### config.mk
export PLATFORM = sky130hd
export DESIGN_NAME = audio_mclk_divider
export DESIGN_NICKNAME = d
export VERILOG_FILES = /design/src/rtl/amd_pkg.sv /design/src/rtl/amd_reset_sync.sv /design/src/rtl/amd_half_stage.sv /design/src/rtl/amd_frame_count.sv /design/src/rtl/audio_mclk_divider.sv
export SDC_FILE = /design/constraint.sdc
export NUM_CORES = 1
export LEC_CHECK = 0
export BUFFER_PORTS_ARGS = -buffer_cell sky130_fd_sc_hd__buf_2
export CAP_MARGIN = 15
export CORE_UTILIZATION = 40
export DETAILED_ROUTE_END_ITERATION = 16
export PLACE_DENSITY = 0.64
export SLEW_MARGIN = 20
export SYNTH_ARGS = -nofsm -noshare
export SYNTH_HDL_FRONTEND = slang
export SYNTH_SLANG_ARGS = --single-unit
### constraint.sdc
create_clock -name clk_i -period 1.4 [get_ports clk_i]
set_input_delay 0.21 -clock clk_i [delete_from_list [all_inputs] [get_ports clk_i]]
set_output_delay 0.21 -clock clk_i [all_outputs]
set_load 0.005 [all_outputs]
### src/rtl/amd_pkg.sv
package amd_pkg;

  localparam int unsigned RATE_W = 4;

  typedef struct packed {
    logic [RATE_W-1:0] rate;
    logic              usb;
    logic              osr;
    logic              core_half;
    logic              out_half;
  } amd_cfg_t;

  // Core cycles per sample period for a given mode and ratio select.
  function automatic int unsigned amd_ratio(
    input logic        usb,
    input logic        osr,
    input int unsigned norm_base,
    input int unsigned norm_alt,
    input int unsigned usb_base,
    input int unsigned usb_alt
  );
    if (usb) return osr ? usb_alt : usb_base;
    return osr ? norm_alt : norm_base;
  endfunction

endpackage

### src/rtl/amd_reset_sync.sv
module amd_reset_sync #(
  parameter int unsigned STAGES = 2
) (
  input  logic clk_i,
  input  logic rst_ni,
  output logic run_o
);

  logic [STAGES-1:0] sync_q;
  logic [STAGES-1:0] sync_d;

  always_comb begin
    sync_d = {sync_q[STAGES-2:0], 1'b1};
  end

  always_ff @(posedge clk_i or negedge rst_ni) begin
    if (!rst_ni) sync_q <= '0;
    else         sync_q <= sync_d;
  end

  assign run_o = sync_q[STAGES-1];

endmodule

### src/rtl/amd_half_stage.sv
module amd_half_stage (
  input  logic clk_i,
  input  logic rst_ni,
  input  logic run_i,
  input  logic clr_i,
  input  logic en_i,
  input  logic half_i,
  output logic en_o
);

  logic ph_q;
  logic ph_d;

  always_comb begin
    ph_d = ph_q;
    if (!run_i || clr_i)    ph_d = 1'b0;
    else if (en_i && half_i) ph_d = ~ph_q;
  end

  always_ff @(posedge clk_i or negedge rst_ni) begin
    if (!rst_ni) ph_q <= 1'b0;
    else         ph_q <= ph_d;
  end

  assign en_o = run_i & en_i & (half_i ? ph_q : 1'b1);

  // a halving stage never gives two pulses back to back.
  assert_half_gap_R3: assert property (@(posedge clk_i) disable iff (!rst_ni)
    (half_i && en_o && !clr_i) |=> !en_o);

endmodule

### src/rtl/amd_frame_count.sv
module amd_frame_count #(
  parameter int unsigned NORM_BASE = 256,
  parameter int unsigned NORM_ALT  = 384,
  parameter int unsigned USB_BASE  = 250,
  parameter int unsigned USB_ALT   = 272,
  parameter int unsigned CNT_W     = 9
) (
  input  logic clk_i,
  input  logic rst_ni,
  input  logic run_i,
  input  logic clr_i,
  input  logic core_en_i,
  input  logic usb_i,
  input  logic osr_i,
  output logic stb_o
);
  import amd_pkg::*;

  logic [CNT_W-1:0] cnt_q;
  logic [CNT_W-1:0] cnt_d;
  logic [CNT_W-1:0] last_val;
  logic             at_last;

  always_comb begin
    last_val = CNT_W'(amd_ratio(usb_i, osr_i, NORM_BASE, NORM_ALT,
                                USB_BASE, USB_ALT) - 1);
    at_last  = (cnt_q == last_val);
  end

  always_comb begin
    cnt_d = cnt_q;
    if (!run_i || clr_i) cnt_d = '0;
    else if (core_en_i)  cnt_d = at_last ? '0 : cnt_q + 1'b1;
  end

  always_ff @(posedge clk_i or negedge rst_ni) begin
    if (!rst_ni) cnt_q <= '0;
    else         cnt_q <= cnt_d;
  end

  assign stb_o = run_i & core_en_i & at_last;

  // the count stays inside the selected period.
  assert_cnt_range_R8: assert property (@(posedge clk_i) disable iff (!rst_ni)
    cnt_q <= last_val);
  // the strobe lasts one cycle.
  assert_stb_single_R8: assert property (@(posedge clk_i) disable iff (!rst_ni)
    stb_o |=> !stb_o);
  // after the strobe, the period starts again from zero.
  assert_wrap_R8: assert property (@(posedge clk_i) disable iff (!rst_ni)
    (stb_o && !clr_i) |=> (cnt_q == '0));
  // a configuration change restarts the count.
  assert_restart_R9: assert property (@(posedge clk_i) disable iff (!rst_ni)
    clr_i |=> (cnt_q == '0));

endmodule

### src/rtl/audio_mclk_divider.sv
module audio_mclk_divider #(
  parameter int unsigned NORM_BASE = 256,
  parameter int unsigned NORM_ALT  = 384,
  parameter int unsigned USB_BASE  = 250,
  parameter int unsigned USB_ALT   = 272
) (
  input  logic                       clk_i,
  input  logic                       rst_ni,
  input  logic                       core_half_i,
  input  logic                       out_half_i,
  input  logic                       usb_mode_i,
  input  logic                       osr_sel_i,
  input  logic [amd_pkg::RATE_W-1:0] rate_code_i,
  output logic                       core_en_o,
  output logic                       clkout_en_o,
  output logic                       frame_stb_o,
  output logic [amd_pkg::RATE_W-1:0] rate_code_o
);
  import amd_pkg::*;

  localparam int unsigned MAX_AB  = (NORM_BASE > NORM_ALT) ? NORM_BASE : NORM_ALT;
  localparam int unsigned MAX_CD  = (USB_BASE > USB_ALT) ? USB_BASE : USB_ALT;
  localparam int unsigned MAX_N   = (MAX_AB > MAX_CD) ? MAX_AB : MAX_CD;
  localparam int unsigned CNT_W   = $clog2(MAX_N);
  localparam int unsigned N_HALF  = 2;

  logic     run;
  amd_cfg_t cfg_in;
  amd_cfg_t cfg_q;
  logic     chg;

  amd_reset_sync #(.STAGES(2)) u_rst_sync (
    .clk_i (clk_i),
    .rst_ni(rst_ni),
    .run_o (run)
  );

  always_comb begin
    cfg_in.rate      = rate_code_i;
    cfg_in.usb       = usb_mode_i;
    cfg_in.osr       = osr_sel_i;
    cfg_in.core_half = core_half_i;
    cfg_in.out_half  = out_half_i;
    chg              = (cfg_in != cfg_q);
  end

  always_ff @(posedge clk_i or negedge rst_ni) begin
    if (!rst_ni) cfg_q <= '0;
    else         cfg_q <= cfg_in;
  end

  // Two chained halving stages: master -> core -> clock output.
  logic [N_HALF:0]   en_chain;
  logic [N_HALF-1:0] half_sel;

  assign en_chain[0] = run;
  assign half_sel    = {cfg_q.out_half, cfg_q.core_half};

  for (genvar g = 0; g < N_HALF; g++) begin : g_half
    amd_half_stage u_stage (
      .clk_i (clk_i),
      .rst_ni(rst_ni),
      .run_i (run),
      .clr_i (chg),
      .en_i  (en_chain[g]),
      .half_i(half_sel[g]),
      .en_o  (en_chain[g+1])
    );
  end

  assign core_en_o   = en_chain[1];
  assign clkout_en_o = en_chain[2];

  amd_frame_count #(
    .NORM_BASE(NORM_BASE),
    .NORM_ALT (NORM_ALT),
    .USB_BASE (USB_BASE),
    .USB_ALT  (USB_ALT),
    .CNT_W    (CNT_W)
  ) u_frame (
    .clk_i    (clk_i),
    .rst_ni   (rst_ni),
    .run_i    (run),
    .clr_i    (chg),
    .core_en_i(core_en_o),
    .usb_i    (cfg_q.usb),
    .osr_i    (cfg_q.osr),
    .stb_o    (frame_stb_o)
  );

  assign rate_code_o = cfg_q.rate;

  // nothing is active until the synchronized reset has been released.
  assert_idle_R1: assert property (@(posedge clk_i) disable iff (!rst_ni)
    !run |-> (!core_en_o && !clkout_en_o && !frame_stb_o));
  // without the core halving, every running cycle is a core cycle.
  assert_core_full_R2: assert property (@(posedge clk_i) disable iff (!rst_ni)
    (run && !cfg_q.core_half && !chg) |=> core_en_o);
  // the output enable is a subset of the core enable.
  assert_out_sub_R5: assert property (@(posedge clk_i) disable iff (!rst_ni)
    clkout_en_o |-> core_en_o);
  // the strobe lands on a core cycle.
  assert_stb_core_R8: assert property (@(posedge clk_i) disable iff (!rst_ni)
    frame_stb_o |-> core_en_o);
  // the held code follows the input with one cycle of delay.
  assert_rate_hold_R10: assert property (@(posedge clk_i) disable iff (!rst_ni)
    run |=> (rate_code_o == $past(rate_code_i)));

endmodule

==> impl_metrics.csv <==
group,metric,value,unit
outcome,outcome,"finished with violations",
outcome,violations,"negative setup slack",
cells_and_area,diodes,0,
sta,whs,0.0210,ns
sta,drv_slew,0,
cells_and_area,drive_above_1_share,49.7,%
cells_and_area,mostFrequentLayoutCells,"buf_4 (26), dfrtp_1 (18), buf_2 (15)",
sta,worst_slack,-0.377,ns
sta,clock.fmax,0.563,GHz
detailed_routing,m1WireLength,1.22,mm
detailed_routing,wl_per_cell,15.5,um
floorplan,die-area,2980,um^2
logic_synthesis,synth_seq_cells,21,
logic_synthesis,ys_types,37,
setup_path,end_kind,"primary output",
placement,gp_congestion,0.837,
logic_synthesis,synth_ff_type,"dfrtp_1",
clock_tree,cts.path.max_buffers,2,
logic_synthesis,netlist_area,1110,um^2
sta,slew_headroom,66.4,%
logic_synthesis,synth_edf_count,0,
sta,min_period,1.78,ns
setup_path,arrival,1.57,ns
power,switching_share,25.5,%
power,internal-power,0.000808,W
detailed_routing,drcViolationCount,0,
power,clockPowerShare,28.1,%
hold_path,hold_path_class,"in2reg",
floorplan,rows,18,
detailed_routing,wirelength,2.75,mm
cells_and_area,layout_commonest_cell,"buf_4",
detailed_routing,drtIter0Drc,18,
global_routing,grt_usage,21.2,%
cells_and_area,fillCellCount,224,
global_routing,antenna_found_initial,0,
cells_and_area,postLayoutCoreUtil,60.8,%
clock_tree,cts_made_buffers,3,
setup_path,r2r_cells,5,
floorplan,die_w,54.6,um
floorplan,die_h,54.6,um
detailed_routing,top_layer,"met4",
detailed_routing,vias,954,
detailed_routing,avgViaCountPerCell,5.39,
logic_synthesis,synth_warnings,0,
setup_path,cp_max_fo,6,
setup_path,r2r_setup_slack,-0.18,ns
sta,finClkSkew,0.00365,ns
logic_synthesis,synth_area_leader_cell,"dfrtp_1",
placement,place_ws,-0.131,ns
global_routing,grt_max_degree,22,
logic_synthesis,ys_seq_area_share,47.5,%
setup_path,cp-start-kind,"register",
floorplan,ios,17,
placement,place_area,1320,um^2
placement,placed_cells,158,
placement,hpwl,1.76,mm
detailed_routing,firstDrtPassIters,4,
clock_tree,clk_latency,0.31,ns
setup_path,path_class,"reg2out",
power,power_frac_comb,13.4,%
global_routing,grt_pass1_vias,921,
detailed_routing,postRouteAntennaNets,0,
logic_synthesis,synth_area_per_cell,11.3,um^2
logic_synthesis,yosys-top-cells-area,"dfrtp_1 (48%), xor2_1 (9.5%), nor3_2 (3.6%)",
global_routing,grt_first_pass_wirelength,4.31,mm
sta,final_hold_viol_count,0,
clock_tree,cts_tree,"done",
clock_tree,cts_sinks,21,
clock_tree,clockRootBuffer,"clkbuf_4",
placement,io_buffers,16,
floorplan,start_util,43.5,%
power,power_density,701,nW/um^2
logic_synthesis,async_flop_share,100,%
sta,worst_pin_slew,0.504,ns
logic_synthesis,synth_top_area_share,47.5,%
power,seq_power_share,58.5,%
cells_and_area,area_growth,39.9,%
logic_synthesis,syn_inst,98,
clock_tree,h-tree-depth,1,
setup_path,required,1.19,ns
job,cap_violations,0,
power,leakagePower,0.688,nW
sta,rsz0062_at_grt,"yes",
clock_tree,worst_setup_hold_path_clk_slew,0.12,ns
detailed_routing,met3_length,102,um
floorplan,core,2540,um^2
sta,period_share,127,%
cells_and_area,stdcell_count,177,
hold_path,whs_path_depth,1,
cells_and_area,design_area,1550,um^2
sta,setup_viol,13,
cells_and_area,nNetsFinal,159,
power,ir_worst_vdd,0.565,mV
logic_synthesis,synth_nets,109,
power,switching_power,0.000277,W
detailed_routing,wl_met2,1.41,mm
global_routing,grt_overflow_total,0,
metrics by stage:
| step | total power (W) | setup TNS [ns] |
|---|---|---|
| 2_1_floorplan | 0.000693 | -0.754 |
| 3_3_place_gp | 0.000741 | -0.417 |
| 3_5_place_dp | 0.000745 | -0.943 |
| 4_1_cts | 0.00108 | -1.96 |
| 5_1_grt | 0.00113 | -2.80 |
| 6_report | 0.00109 | -1.62 |
sequential cells by signal, summed over array words and instances (netlist names):
register             count
u_rst_sync.sync_q        2
rate_code_o              4
cfg_q                    4
g_half.u_stage.ph_q      2
u_frame.cnt_q            9
path summary, 6_finish.rpt:
kind / startpoint / end
setup reg to reg: u_frame.cnt_q[5] / u_frame.cnt_q[8]
min in group asynchronous: rst_ni / rate_code_o[0]
hold reg to reg: u_rst_sync.sync_q[0] / u_rst_sync.sync_q[1]
hold / removal: rate_code_i[2] / rate_code_o[2]
max in group asynchronous: rst_ni / u_frame.cnt_q[6]
setup / recovery: cfg_q[2] / frame_stb_o
per-layer routing:
layer | up-vias | global-route usage (%)
li1 | 452 | -
met1 | 477 | 27.9
met2 | 21 | 35.5
met3 | 4 | 2.50
met4 | 0 | 7.69
met5 | - | 0
cells by family after synthesis:
group	count (synthesis)	synth area share, %
flops	21	47.5
simple gates	38	23.6
fa+ha+maj	1	1.13
buf+inv	6	4.19
mux	2	1.81
compound gates	15	10.3
other cells	1	0.339
xor+xnor	14	11.1
synth_stat cells (all sizes together) (3+ instances only):
master	n
dfrtp	21
xor2	12
nand3	8
nand2	5
nor3	5
buf	4
nand4	4
nor2	4
a21oi	3
area by class of cell:
type,count,area [um^2],share of cell area [%]
clock buffers,4,26.3,1.70
inverters,2,10.0,0.647
multi-input cells,71,586,37.8
flip-flops and latches,21,529,34.2
well taps,30,37.5,2.43
repair buffers,49,359,23.2
worst max-delay path: stages, from the launching register on:
cell	delay [ns]
dfrtp_2	0.47
xor2_1	0.19
o22a_1	0.22
nor4_4	0.23
buf_2	0.15
power by group through the flow:
stage / registers, W / logic, W / clock network, W
final: 0.000636 / 0.000145 / 0.000305
after floorplan: 0.000644 / 0.0000487 / 0
after detailed placement: 0.000645 / 0.0000998 / 0
after CTS: 0.000634 / 0.000136 / 0.000315
after global routing: 0.000638 / 0.000158 / 0.000333
after global placement: 0.000644 / 0.0000971 / 0
what timing repair did:
item | in CTS | in global routing
pin swaps | 10 | 3
endpoints found under the setup margin | 14 | 14
gates resized for setup | 17 | 8
hold buffers | 1 | 0
buffers inserted | 12 | 4
hold endpoints to repair | 21 | 0
(Power assumes the default switching activity.)
